==> config.mk <==
export PLATFORM = sky130hd
export DESIGN_NAME = cos_mask_table
export DESIGN_NICKNAME = d
export VERILOG_FILES = /design/src/rtl/cos_cbm_validator.sv /design/src/rtl/cos_mask_bank.sv /design/src/rtl/cos_mask_table.sv
export SDC_FILE = /design/constraint.sdc
export NUM_CORES = 1
export LEC_CHECK = 0
export ABC_CLOCK_PERIOD_IN_PS = 2400
export BUFFER_PORTS_ARGS = -buffer_cell sky130_fd_sc_hd__buf_2
export CAP_MARGIN = 20
export CORE_MARGIN = 2
export CORE_UTILIZATION = 55
export CTS_CLUSTER_DIAMETER = 50
export DETAILED_ROUTE_END_ITERATION = 6
export HOLD_SLACK_MARGIN = 0.06
export PLACE_DENSITY_LB_ADDON = 0.05
export SLEW_MARGIN = 5
export SYNTH_ARGS = -nofsm -noshare
export SYNTH_HDL_FRONTEND = slang
export SYNTH_SLANG_ARGS = --single-unit
==> constraint.sdc <==
create_clock -name clk -period 2.4 [get_ports clk]
set_input_delay 0 -clock clk [delete_from_list [all_inputs] [get_ports clk]]
set_output_delay 0 -clock clk [all_outputs]
set_load 0.1 [all_outputs]
==> src/rtl/cos_cbm_validator.sv <==
module cos_cbm_validator #(
   parameter int W = 8
) (
   input  logic [W-1:0] mask,
   output logic         legal
);
   logic [W-1:0] fill;
   always_comb begin
      fill  = mask | (mask - W'(1));
      legal = (mask != '0) && (((fill + W'(1)) & mask) == '0);
   end
endmodule

==> src/rtl/cos_mask_bank.sv <==
module cos_mask_bank #(
   parameter int W  = 8,
   parameter int N  = 16,
   parameter int AW = 4
) (
   input  logic          clk,
   input  logic          rst_n,
   input  logic          we,
   input  logic [AW-1:0] waddr,
   input  logic [W-1:0]  wdata,
   input  logic [AW-1:0] ra,
   output logic [W-1:0]  rd_a,
   input  logic [AW-1:0] rb,
   output logic [W-1:0]  rd_b
);
   localparam logic [W-1:0] DEF = {W{1'b1}};

   if (N != (1 << AW)) begin : g_bad_depth
      $error("cos_mask_bank: N must equal 2**AW");
   end

   logic [W-1:0] ent [N];

   for (genvar i = 0; i < N; i++) begin : g_ent
      if (i == 0) begin : g_pinned
         assign ent[i] = DEF;
      end else begin : g_reg
         always_ff @(posedge clk) begin
            if (!rst_n)
               ent[i] <= DEF;
            else if (we && waddr == AW'(i))
               ent[i] <= wdata;
         end
      end
   end

   assign rd_a = ent[ra];
   assign rd_b = ent[rb];
endmodule

==> src/rtl/cos_mask_table.sv <==
module cos_mask_table #(
   parameter int CBM_LEN    = 8,
   parameter int L3_ENTRIES = 16,
   parameter int L2_ENTRIES = 8,
   parameter int COS_W      = 5,
   localparam int IDX_W     = $clog2(L3_ENTRIES)
) (
   input  logic               clk,
   input  logic               rst_n,
   input  logic               mode_wr,
   input  logic               mode_cdp,
   input  logic               wr_en,
   input  logic               wr_l3,
   input  logic [IDX_W-1:0]   wr_idx,
   input  logic [CBM_LEN-1:0] wr_mask,
   output logic               wr_err,
   input  logic               rd_l3,
   input  logic [IDX_W-1:0]   rd_idx,
   output logic [CBM_LEN-1:0] rd_mask,
   input  logic [COS_W-1:0]   lk_cos,
   input  logic               lk_code,
   output logic [CBM_LEN-1:0] l2_mask,
   output logic [CBM_LEN-1:0] l3_mask
);
   localparam int L2_AW = $clog2(L2_ENTRIES);
   localparam logic [CBM_LEN-1:0] DEF = {CBM_LEN{1'b1}};
   localparam logic [COS_W-1:0] L3_TOP  = COS_W'(L3_ENTRIES - 1);
   localparam logic [COS_W-1:0] L2_TOP  = COS_W'(L2_ENTRIES - 1);
   localparam logic [COS_W-1:0] CDP_TOP = COS_W'(L3_ENTRIES / 2 - 1);

   if (CBM_LEN < 1 || CBM_LEN > 64) begin : g_bad_len
      $error("cos_mask_table: CBM_LEN out of range");
   end
   if (L3_ENTRIES < 4 || L3_ENTRIES > 128) begin : g_bad_l3
      $error("cos_mask_table: L3_ENTRIES out of range");
   end
   if (L2_ENTRIES < 2 || L2_ENTRIES > 64 || L2_ENTRIES > L3_ENTRIES) begin : g_bad_l2
      $error("cos_mask_table: L2_ENTRIES out of range");
   end
   if (COS_W < IDX_W) begin : g_bad_cos
      $error("cos_mask_table: COS_W narrower than level-3 index");
   end

   // split-mode flag
   logic cdp_q;
   always_ff @(posedge clk) begin
      if (!rst_n)       cdp_q <= 1'b0;
      else if (mode_wr) cdp_q <= mode_cdp;
   end

   // write legality
   logic mask_ok, idx_ok, wr_ok;
   cos_cbm_validator #(.W(CBM_LEN)) u_val (.mask(wr_mask), .legal(mask_ok));

   always_comb begin
      idx_ok = (wr_idx != '0);
      if (wr_l3 && cdp_q && wr_idx == IDX_W'(1)) idx_ok = 1'b0;
      if (!wr_l3 && wr_idx > IDX_W'(L2_ENTRIES - 1)) idx_ok = 1'b0;
      wr_ok = mask_ok && idx_ok;
   end

   always_ff @(posedge clk) begin
      if (!rst_n) wr_err <= 1'b0;
      else        wr_err <= wr_en && !wr_ok;
   end

   // level-3 table
   logic [IDX_W-1:0]   l3_lk_addr;
   logic [CBM_LEN-1:0] l3_rd, l3_lk;
   logic               l3_in;

   always_comb begin
      if (cdp_q) begin
         l3_lk_addr = {lk_cos[IDX_W-2:0], lk_code};
         l3_in      = lk_cos <= CDP_TOP;
      end else begin
         l3_lk_addr = lk_cos[IDX_W-1:0];
         l3_in      = lk_cos <= L3_TOP;
      end
   end

   cos_mask_bank #(.W(CBM_LEN), .N(L3_ENTRIES), .AW(IDX_W)) u_l3 (
      .clk(clk), .rst_n(rst_n),
      .we(wr_en && wr_ok && wr_l3), .waddr(wr_idx), .wdata(wr_mask),
      .ra(rd_idx), .rd_a(l3_rd),
      .rb(l3_lk_addr), .rd_b(l3_lk)
   );

   // level-2 table
   logic [CBM_LEN-1:0] l2_rd, l2_lk;

   cos_mask_bank #(.W(CBM_LEN), .N(L2_ENTRIES), .AW(L2_AW)) u_l2 (
      .clk(clk), .rst_n(rst_n),
      .we(wr_en && wr_ok && !wr_l3), .waddr(wr_idx[L2_AW-1:0]), .wdata(wr_mask),
      .ra(rd_idx[L2_AW-1:0]), .rd_a(l2_rd),
      .rb(lk_cos[L2_AW-1:0]), .rd_b(l2_lk)
   );

   // outputs
   always_comb begin
      if (rd_l3)                                rd_mask = l3_rd;
      else if (rd_idx <= IDX_W'(L2_ENTRIES-1))  rd_mask = l2_rd;
      else                                      rd_mask = DEF;

      l2_mask = (lk_cos <= L2_TOP) ? l2_lk : DEF;
      l3_mask = (l3_in && lk_cos != '0) ? l3_lk : DEF;
   end
endmodule

---- Yosys cells after proc, flatten, opt, wreduce, memory -nomap -nowiden ----
Cells that the tools add are included.
word-level totals
  register bits ........................... 178
  input port bits ......................... 29
  output and inout port bits .............. 25
  logic and storage cells ................. 120
operators by class
  $add $sub $neg .......................... 2
  $lt $le $gt $ge ......................... 8
  equal/unequal tests ..................... 22
  multiplexer cells ....................... 20
  bitwise operators ....................... 6
  reductions and logical operators ........ 38
operator list
  operator               number
  $mux W8                12
  $bmux W8 S4            2
  $bmux W8 S3            2
  $eq A4 B4 Y1 const B   8
  $logic_and A1 B1 Y1    32
  $eq A4 B3 Y1 const B   4
  $eq A3 B3 Y1 const B   4
  $ge A5 B5 Y1 const B   2
  $not A4 Y5             2
  $add A8 B1 Y8 const B  1
  $and A8 B8 Y8          1
  $eq A4 B2 Y1 const B   2
  $ge A4 B4 Y1 const B   2
  $logic_not A8 Y1       1
  $not A3 Y4             2
  $or A8 B8 Y8           1
  $reduce_bool A8 Y1     1
  $sub A8 B1 Y8 const B  1
  $eq A3 B2 Y1 const B   2
  $le A5 B3 Y1 const B   1
  $le A5 B4 Y1 const B   1
  $reduce_bool A5 Y1     1
  $eq A4 B1 Y1 const B   1
  $gt A4 B3 Y1 const B   1
  6 further kinds        9

---- Longest topological paths before layout ----
  depth in word-level cells ............... 10
  mapped depth ............................ 8
  depth with buffers taken out ............ 5

---- By module ----
A second synthesis with hierarchy kept.
second synthesis, totals
  cell total of the unflattened synthesis .. 1154
  area total of the unflattened synthesis .. 10126.0 µm²
modules (own cells, without submodules)
  module                 times used  cells each  area an instance (µm²)  seq. area each (µm²)
  cos_mask_bank at u_l3  1           729         6616.3                  2402.3
  cos_mask_bank at u_l2  1           346         2994.1                  1121.1
  cos_mask_table         1           62          400.4                   40.0
  cos_cbm_validator      1           17          115.1                   0.0

---- Worst setup path before layout ----
OpenSTA, ideal clock, no wires.
  path kind ............................... reg2out
  start ................................... reg cdp_q
  end ..................................... out l3_mask[7]
  arrival ................................. 3873 ps
  required time ........................... 2400 ps
  setup slack ............................. -1473 ps
  cell stages (with the launch flop) ...... 8
  path buffers ............................ 2
  path through ............................ dfxtp_1 > buf_2 > buf_2 > mux2_2 > a211oi_1 > a2bb2oi_1 > o22ai_1 > a311oi_1
on the way
  cells in the longest elaborated chain, start to end .. 6
  elaborated cells on any way between the ends .. 8
  classes of those cells .................. mux: 6; bitwise: 1; reduce/logical: 1
ends and longest elaborated chain
  what                                         RTL line               source
  from (decl)                                  cos_mask_table.sv:45   logic cdp_q;
  from (signal assigned)                       cos_mask_table.sv:48   else if (mode_wr) cdp_q <= mode_cdp;
  $mux W4                                      cos_mask_table.sv:73   if (cdp_q) begin
  $not A4 Y5 (not written as such)             cos_mask_bank.sv:38    assign rd_b = ent[rb];
  $bmux W8 S4                                  cos_mask_bank.sv:38
  $mux W8 (not written as such) (2 in series)  cos_mask_bank.sv:38
  $mux W8 (*)                                  cos_mask_table.sv:106  l3_mask = (l3_in && lk_cos != '0) ? l3_lk : DEF;
  to (decl)                                    cos_mask_table.sv:23   output logic [CBM_LEN-1:0] l3_mask
Every way passes the cells marked *; elsewhere a longest branch is shown, timed or not. The select of a mux whose other input is x is not followed.

---- Worst setup path after layout ----
  start ................................... reg cdp_q
  end ..................................... out l3_mask[1]
Same word-level chain as after synthesis.

==> summary.txt <==
Timing
  • Post-layout min period: roughly 2.5 ns
  • Hold_ws: about 0.10 ns
  • Fin. max-slew vios: 0
  • Period utilisation layout: 103%
  • RSZ-0062 raised after global routing: yes
  • # setup viols final: 4
  • Relative slew slack: between 30% and 40%
  • Measured slew at the worst slew-check pin: 0.928 ns
  • Maximum clock frequency: about 410 MHz
  • Number of hold violations in the final report: 0
  • Final Skew: about 0.014 ns
  • Worst Setup Slack, final: -0.0644 ns

Drt
  • Drt pass-1 iters: 6
  • WL/cell: 24.1 um
  • Antenna-violating nets left: 0
  • Overall routed net length: ~34000 um
  • Remaining DRCs: 0
  • Via count: around 9000
  • Initial drt markers: between 800 and 900
  • DR vias/cell: about 6.4

Cells and area
  • Final Core Density: 67.7%
  • Fin area: 12800 um^2
  • # nets final: about 1200
  • Diode count: 0
  • Synth-to-layout area growth: 20.0%
  • Layout cell share with drive strength beyond 1: approximately a quarter
  • Fill count: 1544

Clocking
  • Clk buf depth: 2
  • Clock-pin slew on the worst setup and hold paths: around 0.080 ns
  • CTS H-tree depth: 4
  • CTS root buf: clkbuf_16
  • Later-pin clock latency in the skew report: about 0.44 ns
  • Clock sinks: roughly 180
  • CTS tree: built
  • Cts bufs inserted: 17

Global route
  • First-pass GRT wire length: between 50000 and 60000 um
  • Antenna violations before repair: 0
  • Largest net degree at the start of global routing: about 120
  • Vias in the first global route: 8840
  • Gr ovfl total: 0
  • GR Util All Layers: about a third

Place
  • GPL Wtd Cong: 0.906
  • IO buf count: 53
  • Dpl cell area: around 12000 um^2
  • Hpwl dp: 21500 um
  • Place WS: roughly 0.0097 ns

Yosys
  • Synthesis warning total: 0
  • Synth top area share: about a third
  • Number of synthesized flops with an enable pin: 0
  • Post-Syn Nets: approximately 1100
  • Sequential area share after synthesis: roughly a third
  • #FFs+latches synth: roughly 180
  • Fraction of registers with async set/reset: 0%
  • Post-synth top cells: mux2i_1, nor2b_1, dfxtp_1
  • Most frequent cell after synthesis: mux2i_1
  • Largest area contributor in the netlist: dfxtp_1
  • Post-synthesis area per instance: roughly 10 um^2
  • Post-Syn Area: ~11000 um^2
  • Netlist cell types: 53
  • Synth top area cells: dfxtp_1, mux2i_1, nor2b_1
  • Mapped Cells: 1082
  • Most used DFF post-synth: dfxtp_1

Floorplanning
  • Initial core utilization: a little under three fifths
  • Die area: about 21000 um^2
  • Overall die height: around 140 um
  • I/O pins: between 50 and 60
  • Die W: ~140 um
  • Row Count: 50
  • Core area: between 15000 and 20000 um^2

Power
  • Power per cell area: 556 nW/um^2
  • Final Total Pwr: ~7.1 mW
  • VDD IR-drop max: a little under 0.5 mV
  • Leakage: 5.68 nW

Status
  • Failing checks: setup timing
  • Status: complete, but fails checks

Run
  • MaxCap Viol Count: 0

Setup path
  • CP Data Required Time: roughly 2.4 ns
  • CP max FO: 7
  • Worst path arrival time: about 2.5 ns
  • Critical Path End Type: output port
  • Critical path class: flop to output port
  • Crit path launch type: flop

Hold path
  • Hold WC Path Type: input pin to flop
[cells by family (layout without fill, tap and decap cells)]
| kind of cell | Yosys count | in the layout | synth area share (%) |
|---|---|---|---|
| multiplexers | 287 | 289 | 31.9 |
| AO/OA/AOI/OAI | 157 | 157 | 10.6 |
| buffers and inverters | 94 | 159 | 3.87 |
| flip-flops | 178 | 178 | 33.4 |
| AND/OR/NAND/NOR | 366 | 366 | 20.2 |
[flip-flops by register name, indices dropped and copies added, names as in the netlist]
name,flops
u_l3.ent,120
u_l2.ent,56
cdp_q,1
wr_err,1
[cell usage in the layout, fill, tap and decap left out, types with 14 or more instances in the layout]
master     instances
buf_12            24
buf_4             51
o211ai_1          14
mux2i_1          237
nor2b_1          193
nor2_1            47
a211oi_1          30
nand2_1           52
a21oi_1           38
mux4_2            42
dfxtp_1          177
clkbuf_16         18
buf_2             37
[critical path, cell delays in order (launching register included)]
cell and delay [ns]:
dfxtp_4 0.44, buf_8 0.16, mux2i_4 0.30, nand2_4 0.13, o21a_1 0.20, a221oi_2 0.36
buf_4 0.21, a31oi_4 0.04, buf_12 0.19
[power breakdown]
group          total [mW]  switching, mW  internal, mW
logic                1.22          0.779         0.443
registers            2.96        0.00695          2.96
clock network        2.93           1.34          1.59
[layout make-up]
cell class	count	area (um^2)	share of cell area (%)
timing repair buffer	126	1210	9.48
inverter	1	3.75	0.0293
clock buffer	17	425	3.32
multi-input combinational	812	7070	55.3
tap	260	325	2.54
sequential	178	3570	27.9
clock inverter	15	190	1.49
[what timing repair did]
| item | in CTS | in global routing |
|---|---|---|
| endpoints found under the hold margin | 4 | 0 |
| setup endpoints to repair | 8 | 155 |
| cloned | 1 | 4 |
| gates resized for setup | 21 | 26 |
| setup buffers | 6 | 11 |
| hold buffers | 5 | 0 |
| pin swaps | 2 | 12 |
[path summary, 6_finish.rpt]
check | start | to | slack (ns) | depth (start not counted)
hold reg to reg | u_l2.ent[48]$_SDFFE_PN1P_ | u_l2.ent[48]$_SDFFE_PN1P_ | 0.54 | 2
hold / removal | wr_mask[7] | u_l2.ent[7]$_SDFFE_PN1P_ | 0.10 | 4
setup reg to reg | cdp_q$_SDFFE_PN0P_ | u_l3.ent[78]$_SDFFE_PN1P_ | 0.14 | 8
setup / recovery | cdp_q$_SDFFE_PN0P_ | l3_mask[1] | -0.06 | 8
[layer usage]
| metal | track usage [%] | wire [um] |
|---|---|---|
| met5 | 0 | 0 |
| met4 | 13.4 | 1380 |
| met3 | 6.20 | 2500 |
| met2 | 52.2 | 15500 |
| met1 | 46.2 | 14600 |
[stage by stage]
stage | instances | setup TNS (ns)
detailed placement | 1350 | 0
CTS | 1394 | 0
global placement | 1350 | -0.00716
global route | 1409 | -0.328
finish | 1409 | -0.137
floorplan | 1082 | -0.519
(Power assumes the default switching activity.)
